**config.mk**
```make
export PLATFORM = sky130hd
export DESIGN_NAME = rtc_bus_snoop
export DESIGN_NICKNAME = d
export VERILOG_FILES = /design/src/rtl/rtc_snoop_pkg.sv /design/src/rtl/snoop_rst_sync.sv /design/src/rtl/snoop_seq.sv /design/src/rtl/snoop_field_bank.sv /design/src/rtl/rtc_bus_snoop.sv
export SDC_FILE = /design/constraint.sdc
export NUM_CORES = 1
export LEC_CHECK = 0
export BUFFER_PORTS_ARGS = -buffer_cell sky130_fd_sc_hd__buf_2
export CAP_MARGIN = 25
export CORE_MARGIN = 2
export CORE_UTILIZATION = 40
export CTS_BUF_LIST = sky130_fd_sc_hd__clkbuf_8 sky130_fd_sc_hd__clkbuf_16
export DETAILED_ROUTE_END_ITERATION = 6
export GPL_TIMING_DRIVEN = 0
export SKIP_CTS_REPAIR_TIMING = 1
export SYNTH_ARGS = -nofsm -noshare
export SYNTH_HDL_FRONTEND = slang
export SYNTH_SLANG_ARGS = --single-unit
```
**constraint.sdc**
```tcl
create_clock -name clk -period 3.2 [get_ports clk]
set_input_delay 0.48 -clock clk [delete_from_list [all_inputs] [get_ports clk]]
set_output_delay 0.48 -clock clk [all_outputs]
set_load 0.03 [all_outputs]
```
**src/rtl/rtc_snoop_pkg.sv**
```systemverilog
package rtc_snoop_pkg;

  localparam int BYTE_W     = 8;
  localparam int NUM_FIELDS = 6;
  localparam int CTL_BITS   = 5;

  localparam logic [BYTE_W-1:0] IDX_CTL2 = 8'h01;
  localparam logic [BYTE_W-1:0] IDX_SEC  = 8'h02;

  typedef enum logic [2:0] {
    EV_START   = 3'd0,
    EV_RESTART = 3'd1,
    EV_ADDR_WR = 3'd2,
    EV_ADDR_RD = 3'd3,
    EV_DATA_WR = 3'd4,
    EV_DATA_RD = 3'd5,
    EV_STOP    = 3'd6
  } ev_kind_e;

  typedef enum logic [2:0] {
    ST_IDLE,
    ST_WADDR,
    ST_WIDX,
    ST_WDATA,
    ST_RADDR,
    ST_RDATA
  } snoop_state_e;

  // register index of field slot i (0 sec .. 5 year)
  function automatic logic [BYTE_W-1:0] field_idx(input int i);
    case (i)
      0:       return 8'h02;
      1:       return 8'h03;
      2:       return 8'h04;
      3:       return 8'h05;
      4:       return 8'h07;
      default: return 8'h08;
    endcase
  endfunction

  function automatic logic [BYTE_W-1:0] field_mask(input int i);
    case (i)
      0, 1:    return 8'h7F;
      2, 3:    return 8'h3F;
      4:       return 8'h1F;
      default: return 8'hFF;
    endcase
  endfunction

  function automatic logic [BYTE_W-1:0] bcd_to_bin(input logic [BYTE_W-1:0] b);
    return BYTE_W'(b[7:4]) * 8'd10 + BYTE_W'(b[3:0]);
  endfunction

endpackage

```
**src/rtl/snoop_rst_sync.sv**
```systemverilog
module snoop_rst_sync #(
  parameter int STAGES = 2
) (
  input  logic clk,
  input  logic rst_n,
  output logic rst_n_sync
);
  logic [STAGES-1:0] sh_q;

  always_ff @(posedge clk or negedge rst_n) begin
    if (!rst_n) sh_q <= '0;
    else        sh_q <= {sh_q[STAGES-2:0], 1'b1};
  end

  assign rst_n_sync = sh_q[STAGES-1];
endmodule

```
**src/rtl/snoop_seq.sv**
```systemverilog
module snoop_seq
  import rtc_snoop_pkg::*;
#(
  parameter logic [BYTE_W-1:0] WR_ADDR = 8'hA2
) (
  input  logic              clk,
  input  logic              rst_n,
  input  logic              filter_en,
  input  logic              ev_valid,
  input  logic [2:0]        ev_kind,
  input  logic [BYTE_W-1:0] ev_data,
  output logic              cap_en,
  output logic [BYTE_W-1:0] cap_idx,
  output logic [BYTE_W-1:0] cap_data,
  output logic              done,
  output logic              done_read
);
  localparam logic [BYTE_W-1:0] RD_ADDR = WR_ADDR | 8'h01;

  snoop_state_e      st_q, st_d;
  logic [BYTE_W-1:0] ptr_q, ptr_d;
  logic              ptr_en;
  logic              wr_ok, rd_ok;
  ev_kind_e          kind;

  always_comb begin
    kind      = ev_kind_e'(ev_kind);
    wr_ok     = !filter_en || (ev_data == WR_ADDR);
    rd_ok     = !filter_en || (ev_data == RD_ADDR);
    st_d      = st_q;
    ptr_d     = ptr_q + 1'b1;
    ptr_en    = 1'b0;
    cap_en    = 1'b0;
    done      = 1'b0;
    done_read = 1'b0;
    if (ev_valid) begin
      unique case (st_q)
        ST_IDLE:  if (kind == EV_START) st_d = ST_WADDR;
        ST_WADDR: if (kind == EV_ADDR_WR && wr_ok) st_d = ST_WIDX;
        ST_WIDX: begin
          if (kind == EV_DATA_WR) begin
            st_d   = ST_WDATA;
            ptr_en = 1'b1;
            ptr_d  = ev_data;
          end
        end
        ST_WDATA: begin
          if (kind == EV_DATA_WR) begin
            cap_en = 1'b1;
            ptr_en = 1'b1;
          end else if (kind == EV_RESTART) begin
            st_d = ST_RADDR;
          end else if (kind == EV_STOP) begin
            done = 1'b1;
            st_d = ST_IDLE;
          end
        end
        ST_RADDR: if (kind == EV_ADDR_RD && rd_ok) st_d = ST_RDATA;
        ST_RDATA: begin
          if (kind == EV_DATA_RD) begin
            cap_en = 1'b1;
            ptr_en = 1'b1;
          end else if (kind == EV_STOP) begin
            done      = 1'b1;
            done_read = 1'b1;
            st_d      = ST_IDLE;
          end
        end
        default: st_d = ST_IDLE;
      endcase
    end
  end

  assign cap_idx  = ptr_q;
  assign cap_data = ev_data;

  always_ff @(posedge clk or negedge rst_n) begin
    if (!rst_n) st_q <= ST_IDLE;
    else        st_q <= st_d;
  end

  always_ff @(posedge clk or negedge rst_n) begin
    if (!rst_n)      ptr_q <= '0;
    else if (ptr_en) ptr_q <= ptr_d;
  end
endmodule

```
**src/rtl/snoop_field_bank.sv**
```systemverilog
module snoop_field_bank
  import rtc_snoop_pkg::*;
(
  input  logic                               clk,
  input  logic                               rst_n,
  input  logic                               cap_en,
  input  logic [BYTE_W-1:0]                  cap_idx,
  input  logic [BYTE_W-1:0]                  cap_data,
  output logic [NUM_FIELDS-1:0][BYTE_W-1:0]  fld,
  output logic [NUM_FIELDS-1:0]              seen,
  output logic                               volt_low,
  output logic [CTL_BITS-1:0]                ctrl_flags
);
  for (genvar g = 0; g < NUM_FIELDS; g++) begin : g_fld
    localparam logic [BYTE_W-1:0] IDX  = field_idx(g);
    localparam logic [BYTE_W-1:0] MASK = field_mask(g);
    logic              hit;
    logic [BYTE_W-1:0] val_d, val_q;
    logic              seen_q;

    assign hit   = cap_en && (cap_idx == IDX);
    assign val_d = bcd_to_bin(cap_data & MASK);

    always_ff @(posedge clk or negedge rst_n) begin
      if (!rst_n) begin
        val_q  <= '0;
        seen_q <= 1'b0;
      end else if (hit) begin
        val_q  <= val_d;
        seen_q <= 1'b1;
      end
    end

    assign fld[g]  = val_q;
    assign seen[g] = seen_q;
  end

  logic vl_hit, ctl_hit;
  assign vl_hit  = cap_en && (cap_idx == IDX_SEC);
  assign ctl_hit = cap_en && (cap_idx == IDX_CTL2);

  always_ff @(posedge clk or negedge rst_n) begin
    if (!rst_n)      volt_low <= 1'b0;
    else if (vl_hit) volt_low <= cap_data[BYTE_W-1];
  end

  always_ff @(posedge clk or negedge rst_n) begin
    if (!rst_n)       ctrl_flags <= '0;
    else if (ctl_hit) ctrl_flags <= cap_data[CTL_BITS-1:0];
  end
endmodule

```
**src/rtl/rtc_bus_snoop.sv**
```systemverilog
module rtc_bus_snoop
  import rtc_snoop_pkg::*;
#(
  parameter logic [7:0] SLAVE_WR_ADDR = 8'hA2,
  parameter int         SYNC_STAGES   = 2
) (
  input  logic       clk,
  input  logic       rst_n,
  input  logic       filter_en,
  input  logic       ev_valid,
  input  logic [2:0] ev_kind,
  input  logic [7:0] ev_data,
  output logic       sum_valid,
  output logic       sum_is_read,
  output logic [7:0] sum_sec,
  output logic [7:0] sum_min,
  output logic [7:0] sum_hour,
  output logic [7:0] sum_day,
  output logic [7:0] sum_month,
  output logic [7:0] sum_year,
  output logic [5:0] field_seen,
  output logic       volt_low,
  output logic [4:0] ctrl_flags
);
  logic                              rst_i;
  logic                              cap_en, done, done_read;
  logic [BYTE_W-1:0]                 cap_idx, cap_data;
  logic [NUM_FIELDS-1:0][BYTE_W-1:0] fld;

  snoop_rst_sync #(.STAGES(SYNC_STAGES)) u_rst (
    .clk(clk), .rst_n(rst_n), .rst_n_sync(rst_i)
  );

  snoop_seq #(.WR_ADDR(SLAVE_WR_ADDR)) u_seq (
    .clk(clk), .rst_n(rst_i), .filter_en(filter_en),
    .ev_valid(ev_valid), .ev_kind(ev_kind), .ev_data(ev_data),
    .cap_en(cap_en), .cap_idx(cap_idx), .cap_data(cap_data),
    .done(done), .done_read(done_read)
  );

  snoop_field_bank u_bank (
    .clk(clk), .rst_n(rst_i), .cap_en(cap_en), .cap_idx(cap_idx),
    .cap_data(cap_data), .fld(fld), .seen(field_seen),
    .volt_low(volt_low), .ctrl_flags(ctrl_flags)
  );

  // summary snapshot: pulse plus fields held until the next stop
  always_ff @(posedge clk or negedge rst_i) begin
    if (!rst_i) sum_valid <= 1'b0;
    else        sum_valid <= done;
  end

  always_ff @(posedge clk or negedge rst_i) begin
    if (!rst_i) begin
      sum_is_read <= 1'b0;
      sum_sec     <= '0;
      sum_min     <= '0;
      sum_hour    <= '0;
      sum_day     <= '0;
      sum_month   <= '0;
      sum_year    <= '0;
    end else if (done) begin
      sum_is_read <= done_read;
      sum_sec     <= fld[0];
      sum_min     <= fld[1];
      sum_hour    <= fld[2];
      sum_day     <= fld[3];
      sum_month   <= fld[4];
      sum_year    <= fld[5];
    end
  end
endmodule

```
==> results.tsv, run 1 <==
metric	value	unit
grt_antenna_before_repair	0	
hold_class	flop to flop	
cts_buffer_depth	2	
cts_buffers	9	
cts_tree	built	
initial_core_util	0.414	
endpoint_kind	flop	
via_per_inst	5.00	
synth-seq-area-share	0.542	
clk_pin_slew	0.07	ns
io_buffers	67	
setup_viol	0	
grt_overflow_total	0	
timing.fmax	0.444	GHz
drv_slew	0	
slew_headroom	0.466	
drt_pass1_iterations	4	
rsz0062_at_grt	no	
netlist.area_leader.share	0.542	
r2r-end	sum_month[2]	
crit_chain	buf_2 > ha_1 > ha_1 > fa_1 > nand2_1 > o21bai_1 > mux2_2 > a22oi_1 > a21oi_1	
ant_nets	0	
finClkSkew	0.00976	ns
drive_above_1_share	0.366	
die_w	116	microns
startpoint_type	input port	
critPathSlowestCell	fa_1	
syn_to_final_growth	18.4	%
worstSetupEndpoint	u_bank.g_fld[5].val_q[7]	
tightest_slew	0.801	ns
worstSetupStartpoint	ev_data[5]	
floorplan.rows	40	
worstPathArrival	2.49	ns
synth_area_leaders	dfrtp_1 (54%), mux2_2 (13%), ha_1 (3.7%), o21ai_0 (3.0%), nand2_1 (2.8%)	
clk_latency	0.35	ns
die_h	116	microns
required	3.43	ns
n_fill_cell	1102	
r2r_slack	0.98	ns
grt_pass1_wl	17400	microns
status	complete, no violations	
yosysWarnings	0	
synth_async_sr_flop_share	1.00	
ys_seq_elements	109	
num_vias	3393	
synth_area_leader_cell	dfrtp_1	
vdd_ir_drop_max	266	uV
antenna_cells	0	
dpl_cell_area	5630	sq um
nets	538	
cts-htree-levels	3	
drtIter0Drc	223	
setup_tns	0	ns
grt.total_usage	0.169	
grt_pass1_vias	3323	
syn_area	5030	sq um
fin_crit_sh	0.703	
dpl.hpwl	7670	microns
total_power	0.00361	W
post_drt_wl_per_cell	15.6	microns
avgSynthCellArea	12.0	sq um
yosysUniqueCellTypes	57	
cpMostUsedCell	ha_1	
critPathMaxFanout	7	
num_io_pins	77	
numClockSinks	109	
root_buffer	clkbuf_16	
period_needed	2.25	ns
synth_edf_count	0	
hold_viol	0	
critPathMaxStageDelay	0.48	ns
drv_cap	0	
synth_ff_type	dfrtp_1	
dieArea	13500	sq um
coreArea	12200	sq um
grt_max_degree	59	
power_leakage	3.10	nW
place_congestion	0.826	
power_density	606	nW/um^2
r2r-start	u_seq.st_q[0]	
drcViolationCount	0	
reg2reg_depth	5	
finalWirelength	10600	microns
crit_type	input port to flop	
syn-instance-count	420	
hp-start	u_rst.sh_q[0]	
fin_area	5960	sq um
==> Yosys cell counts, types with 2 or more instances <==
library cell / count
dfrtp_1: 109
mux2_2: 58
nand2_1: 37
o21ai_0: 30
a21oi_1: 21
buf_4: 17
ha_1: 15
nor2_1: 14
inv_1: 13
xor2_1: 7
nand2b_1: 6
nand4_1: 6
nor2b_1: 6
or2_2: 6
buf_2: 5
clkbuf_1: 5
xnor2_1: 5
mux2i_1: 4
nand3_1: 4
and3_1: 3
mux2_4: 3
o22ai_1: 3
a21o_1: 2
a21oi_2: 2
a22oi_1: 2
a31oi_1: 2
conb_1: 2
fa_1: 2
nand4_2: 2
o41ai_1: 2
==> final cells by class <==
cell class	count	area, sq um	area share
timing repair buffer	69	373	0.0625
buffer	28	183	0.0306
multi-input combinational	276	2100	0.352
sequential	109	2730	0.458
clock buffer	11	253	0.0424
clock inverter	5	66.3	0.0111
tap	168	210	0.0352
inverter	13	48.8	0.00818
==> registers in the layout, indices dropped and copies added, names as in the netlist <==
register / flops
u_rst.sh_q: 2
sum_valid: 1
sum_hour: 6
sum_day: 6
u_seq.st_q: 3
sum_sec: 8
sum_month: 5
u_bank.volt_low: 1
sum_min: 8
u_bank.g_fld.seen_q: 6
sum_is_read: 1
sum_year: 8
u_seq.cap_idx: 8
u_bank.g_fld.val_q: 41
u_bank.ctrl_flags: 5
==> cell usage in the layout, fill, tap and decap left out, types with 8 or more instances in the layout <==
cell / count
nand2_1: 37
o21ai_0: 30
nor2_1: 14
clkbuf_16: 9
conb_1: 8
inv_1: 13
buf_4: 17
mux2_2: 58
dfrtp_1: 108
buf_2: 72
ha_1: 15
a21oi_1: 21
==> routing by layer <==
metal | track usage | routed length [microns]
met1 | 0.234 | 5010
met2 | 0.260 | 4760
met3 | 0.0410 | 539
met4 | 0.0659 | 252
met5 | 0 | 0
==> power by group <==
part           total, W  switching [W]  leakage [nW]  internal (W)
sequential      0.00163       0.000115          1.48       0.00151
combinational  0.000813       0.000499          1.47      0.000314
clock           0.00117       0.000514         0.154      0.000660
==> per-stage QoR <==
| stage | std cells | util | hold WS [ns] | worst slack [ns] |
|---|---|---|---|---|
| 2_1_floorplan | 426 | - | 0.184 | 0.903 |
| 3_3_place_gp | 661 | 0.461 | 0.265 | 0.618 |
| 3_5_place_dp | 662 | 0.463 | 0.267 | 0.580 |
| 4_1_cts | 678 | 0.490 | -0.116 | 0.950 |
| 5_1_grt | 679 | 0.490 | 0.368 | 0.813 |
| 6_report | 679 | 0.490 | 0.357 | 0.949 |
==> kinds of logic after synthesis <==
logic type	Yosys count	share of synthesized area
AO/OA/AOI/OAI	78	0.0957
adder cells (fa/ha/maj)	17	0.0452
other	2	0.00149
buffers and inverters	41	0.0460
flip-flops	109	0.542
AND/OR/NAND/NOR	96	0.102
XOR/XNOR	12	0.0209
multiplexers	65	0.147
==> how the worst min path moves through the flow <==
stage,endpoint,slack [ns],depth (start not counted)
global route,u_rst.sh_q[1],0.37,0
CTS,u_rst.sh_q[1],-0.12,1
finish,u_rst.sh_q[1],0.36,0
detailed placement,u_rst.sh_q[0],0.27,1
global placement,u_rst.sh_q[0],0.27,1
floorplan,u_rst.sh_q[0],0.18,0
==> worst max-delay path: cells and delay by family <==
family	cells	cell delay [ns]
fa+ha+maj	3	1.02
simple gates	1	0.10
buf+inv	1	0.16
mux	1	0.36
compound gates	3	0.37
Power figures use the tool's default switching activity.
==> inputs of run 2 (changes only) <==
clock period = 2.05 ns   (was 3.2 ns; I/O delays follow)
==> results.tsv, run 2 (synthesis gave the netlist of run 1 again) <==
metric	value	unit	change
status	complete, no violations		unchanged
cts-htree-levels	3		unchanged
initial_core_util	0.414		unchanged
syn_to_final_growth	20.6	%	was 18.4%
top_register	u_bank.g_fld.val_q		unchanged
dpl.hpwl	7750	microns	was 7670 microns
cts_buffers	9		unchanged
startpoint_type	flop		was input port
num_vias	3371		was 3393
grt_antenna_before_repair	2		was 0
mostFrequentLayoutCells	dfrtp_1 (107), buf_2 (66), mux2_2 (58)		was dfrtp_1 (108), buf_2 (72), mux2_2 (58)
largest_reg_flops	41		unchanged
finClkSkew	0.00581	ns	was 0.00976 ns
grt_pass1_wl	17600	microns	was 17400 microns
root_buffer	clkbuf_16		unchanged
fin_crit_sh	0.974		
ant_nets	0		unchanged
place_congestion	0.816		was 0.826
post_drt_wl_per_cell	15.6	microns	about the same
grt_max_degree	59		unchanged
endpoint_kind	flop		unchanged
drive_above_1_share	0.388		was 0.366
total_power	0.00573	W	was 0.00361 W
instances_no_fill	684		was 679
hold_slack	0.254	ns	was 0.357 ns
io_buffers	67		unchanged
coreArea	12200	sq um	unchanged
grt_pass1_vias	3342		was 3323
via_per_inst	4.93		was 5.00
drv_slew	0		unchanged
critPathMaxFanout	10		was 7
tightest_slew	0.726	ns	was 0.801 ns
nets	542		was 538
numClockSinks	109		unchanged
dp_slack	-0.375	ns	was 0.580 ns
power_leakage	3.13	nW	was 3.10 nW
final_common_cell	dfrtp_1		unchanged
grt.total_usage	0.170		was 0.169
dieArea	13500	sq um	unchanged
critPathSlowestCell	dfrtp_1		was fa_1
critPathMaxStageDelay	0.36	ns	was 0.48 ns
cts_tree	built		unchanged
timing.fmax	0.501	GHz	
period_needed	2.00	ns	
die_w	116	microns	unchanged
setup_tns	0	ns	unchanged
drtIter0Drc	174		was 223
clk_latency	0.35	ns	about the same
floorplan.rows	40		unchanged
crit_chain	buf_4 > and3b_1 > o2111a_2 > and4_2 > buf_6 > mux2_4		was buf_2 > ha_1 > ha_1 > fa_1 > nand2_1 > o21bai_1 > mux2_2 > a22oi_1 > a21oi_1
grt_overflow_total	0		unchanged
slew_headroom	0.512		was 0.466
drv_cap	0		unchanged
vdd_ir_drop_max	387	uV	was 266 uV
worstPathArrival	2.23	ns	was 2.49 ns
required	2.28	ns	was 3.43 ns
dp_cells	662		unchanged
hold_class	input port to flop		was flop to flop
worst_slack	0.0538	ns	was 0.949 ns
cts_buffer_depth	2		unchanged
drt_pass1_iterations	4		unchanged
power_density	943	nW/um^2	was 606 nW/um^2
hold_viol	0		unchanged
num_io_pins	77		unchanged
drcViolationCount	0		unchanged
clk_pin_slew	0.07	ns	about the same
die_h	116	microns	unchanged
crit_type	flop to flop		was input port to flop
finalWirelength	10700	microns	was 10600 microns
setup_viol	0		unchanged
[run 2: changes by cell type in the layout (fill, tap and decap cells not counted), sizes merged]
cell	before	now
buf	91	90
bufinv	1	2
clkbuf	16	19
clkinv	1	2
diode	0	1
[run 2: metal layers]
layer | GRT usage | vias up | part of all wire
met2 | 0.263 | 77 | 0.46
li1 | - | 1642 | -
met3 | 0.0431 | 13 | 0.046
met4 | 0.0468 | 2 | 0.012
met1 | 0.239 | 1637 | 0.48
met5 | 0 | - | 0.0012
[run 2: cell type report]
type | instances | area (sq um)
diodes | 1 | 2.50
plain buffers | 28 | 199
clock buffers | 9 | 225
clock inverters | 7 | 95.1
fillers | 1110 | 6090
inverters | 13 | 48.8
multi-input cells | 276 | 2150
flip-flops and latches | 109 | 2730
well taps | 168 | 210
repair buffers | 73 | 408
[run 2: metrics by stage]
stage | instance area (sq um) | utilization
floorplan | 5090 | -
global placement | 5630 | 0.463
detailed placement | 5660 | 0.466
CTS | 5980 | 0.492
global route | 6070 | 0.499
finish | 6070 | 0.499
[run 2: power by group]
group / switching, W / internal (W) / leakage [nW]
registers: 0.000178 / 0.00236 / 1.48
logic: 0.000791 / 0.000518 / 1.49
clock network: 0.000802 / 0.00108 / 0.156
[run 2: final timing paths]
kind / slack, ns / depth (start not counted) / endpoint / start
max reg2reg: 0.05 / 6 / u_bank.g_fld[5].val_q[4] / u_seq.st_q[1]
min in group asynchronous: 0.26 / 2 / u_rst.sh_q[1] / rst_n
min reg2reg: 0.36 / 0 / u_rst.sh_q[1] / u_rst.sh_q[0]
max: 0.05 / 6 / u_bank.g_fld[5].val_q[4] / u_seq.st_q[1]
max in group asynchronous: 0.95 / 1 / sum_day[3] / u_rst.sh_q[1]
min: 0.25 / 3 / u_seq.cap_idx[0] / ev_data[0]
[run 2: worst max-delay path: cells and delay by family, from the launching register on]
kind	cells	cell delay (ns)
flops	1	0.36
simple gates	2	0.57
mux	1	0.31
buf+inv	2	0.34
compound gates	1	0.31
==> inputs of run 3 (changes only) <==
SETUP_SLACK_MARGIN = 0.3   (was default)
==> results.tsv, run 3 (synthesis gave the netlist of run 1 again) <==
metric	value	unit	change
status	complete, no violations		unchanged
drt_pass1_iterations	6		was 4
grt_max_degree	67		was 59
worstPathArrival	2.11	ns	was 2.23 ns
root_buffer	clkbuf_16		unchanged
floorplan.rows	40		unchanged
critPathSlowestCell	dfrtp_1		unchanged
antenna_cells	0		was 1
drtIter0Drc	173		was 174
crit_chain	buf_6 > and3b_2 > o2111a_2 > buf_6 > nand4_1 > buf_4 > mux2_2		was buf_4 > and3b_1 > o2111a_2 > and4_2 > buf_6 > mux2_4
mostFrequentLayoutCells	dfrtp_1 (107), buf_2 (66), mux2_2 (56)		was dfrtp_1 (107), buf_2 (66), mux2_2 (58)
clk_pin_slew	0.07	ns	about the same
grt_overflow_total	0		unchanged
period_needed	1.87	ns	was 2.00 ns
cts_tree	built		unchanged
vdd_ir_drop_max	377	uV	was 387 uV
syn_to_final_growth	30.8	%	was 20.6%
finalWirelength	11200	microns	was 10700 microns
ant_nets	0		unchanged
timing.fmax	0.534	GHz	was 0.501 GHz
setup_tns	0	ns	unchanged
endpoint_kind	flop		unchanged
coreArea	12200	sq um	unchanged
hold_class	input port to flop		unchanged
hold_slack	0.264	ns	was 0.254 ns
critPathMaxStageDelay	0.39	ns	was 0.36 ns
top_register	u_bank.g_fld.val_q		unchanged
setup_viol	0		unchanged
via_per_inst	4.95		was 4.93
initial_core_util	0.414		unchanged
num_io_pins	77		unchanged
cts_buffers	9		unchanged
grt.total_usage	0.166		was 0.170
power_density	913	nW/um^2	was 943 nW/um^2
num_vias	3518		was 3371
worst_slack	0.176	ns	was 0.0538 ns
grt_pass1_vias	3270		was 3342
post_drt_wl_per_cell	15.7	microns	was 15.6 microns
drive_above_1_share	0.464		was 0.388
cts-htree-levels	3		unchanged
clk_latency	0.35	ns	about the same
rsz0062_at_grt	yes		
largest_reg_flops	41		unchanged
io_buffers	67		unchanged
dieArea	13500	sq um	unchanged
cpMostUsedCell	buf_6		
dpl.hpwl	7690	microns	was 7750 microns
required	2.29	ns	was 2.28 ns
nets	570		was 542
fin_crit_sh	0.914		was 0.974
grt_pass1_wl	17000	microns	was 17600 microns
slew_headroom	0.611		was 0.512
grt_antenna_before_repair	1		was 2
startpoint_type	flop		unchanged
die_w	116	microns	unchanged
critPathMaxFanout	5		was 10
drcViolationCount	0		unchanged
finish.utilization	0.541		was 0.499
die_h	116	microns	unchanged
numClockSinks	109		unchanged
crit_type	flop to flop		unchanged
n_fill_cell	1055		was 1110
dp_slack	-0.375	ns	about the same
final_common_cell	dfrtp_1		unchanged
tightest_slew	0.583	ns	was 0.726 ns
drv_cap	0		unchanged
drv_slew	0		unchanged
place_congestion	0.799		was 0.816
finClkSkew	0.00688	ns	was 0.00581 ns
hold_viol	0		unchanged
cts_buffer_depth	2		unchanged
power_leakage	3.34	nW	was 3.13 nW
## run 3: changes by cell type in the layout (fill, tap and decap cells not counted), moves of 3 or more
| cell | change |
|---|---|
| clkbuf_1 | -3 |
| nand2_1 | -6 |
| o21ai_0 | -8 |
| buf_12 | +4 |
| clkbuf_4 | -4 |
| ha_4 | +3 |
| buf_4 | +20 |
| o21ai_1 | +7 |
| nand2_2 | +6 |
| buf_6 | +10 |
## run 3: final timing paths
path	endpoint	from	cells past startpoint	slack, ns
max	u_bank.g_fld[1].val_q[1]	u_seq.st_q[1]	7	0.18
min	u_bank.g_fld[5].val_q[0]	ev_data[0]	2	0.26
max reg2reg	u_bank.g_fld[1].val_q[1]	u_seq.st_q[1]	7	0.18
min reg2reg	sum_year[7]	u_rst.sh_q[1]	0	0.33
max in group asynchronous	u_bank.g_fld[2].val_q[2]	u_rst.sh_q[1]	1	1.02
min in group asynchronous	u_rst.sh_q[1]	rst_n	2	0.27
## run 3: through the flow
| step | instances | area (sq um) | total power, W |
|---|---|---|---|
| 2_1_floorplan | 426 | 5110 | 0.00350 |
| 3_3_place_gp | 661 | 5660 | 0.00382 |
| 3_5_place_dp | 662 | 5680 | 0.00387 |
| 4_1_cts | 678 | 6020 | 0.00583 |
| 5_1_grt | 711 | 6590 | 0.00630 |
| 6_report | 711 | 6590 | 0.00601 |
## run 3: final cells by class
class	count	area [sq um]	area share
Sequential cell	109	2730	0.415
Clock inverter	5	86.3	0.0131
Buffer	28	248	0.0376
Inverter	13	48.8	0.00741
Multi-Input combinational cell	276	2310	0.351
Timing Repair Buffer	101	696	0.106
Tap cell	168	210	0.0319
Clock buffer	11	253	0.0384
## run 3: power by group
part | switching (W) | internal [W]
Clock | 0.000803 | 0.00115
Combinational | 0.000875 | 0.000640
Sequential | 0.000184 | 0.00236
## run 3: layer usage
layer / vias up / routed length (microns) / GRT usage
li1: 1697 / - / -
met4: 2 / 184 / 0.0714
met2: 79 / 5210 / 0.248
met3: 15 / 439 / 0.0384
met1: 1725 / 5310 / 0.233
met5: - / 13 / 0
## run 3: worst max-delay path, delay by kind of cell (launching register included)
| kind | cells | cell delay (ns) |
|---|---|---|
| buffers and inverters | 3 | 0.46 |
| AOI/OAI and AO/OA | 1 | 0.26 |
| DFF | 1 | 0.39 |
| muxes | 1 | 0.26 |
| and+or+nand+nor | 2 | 0.39 |
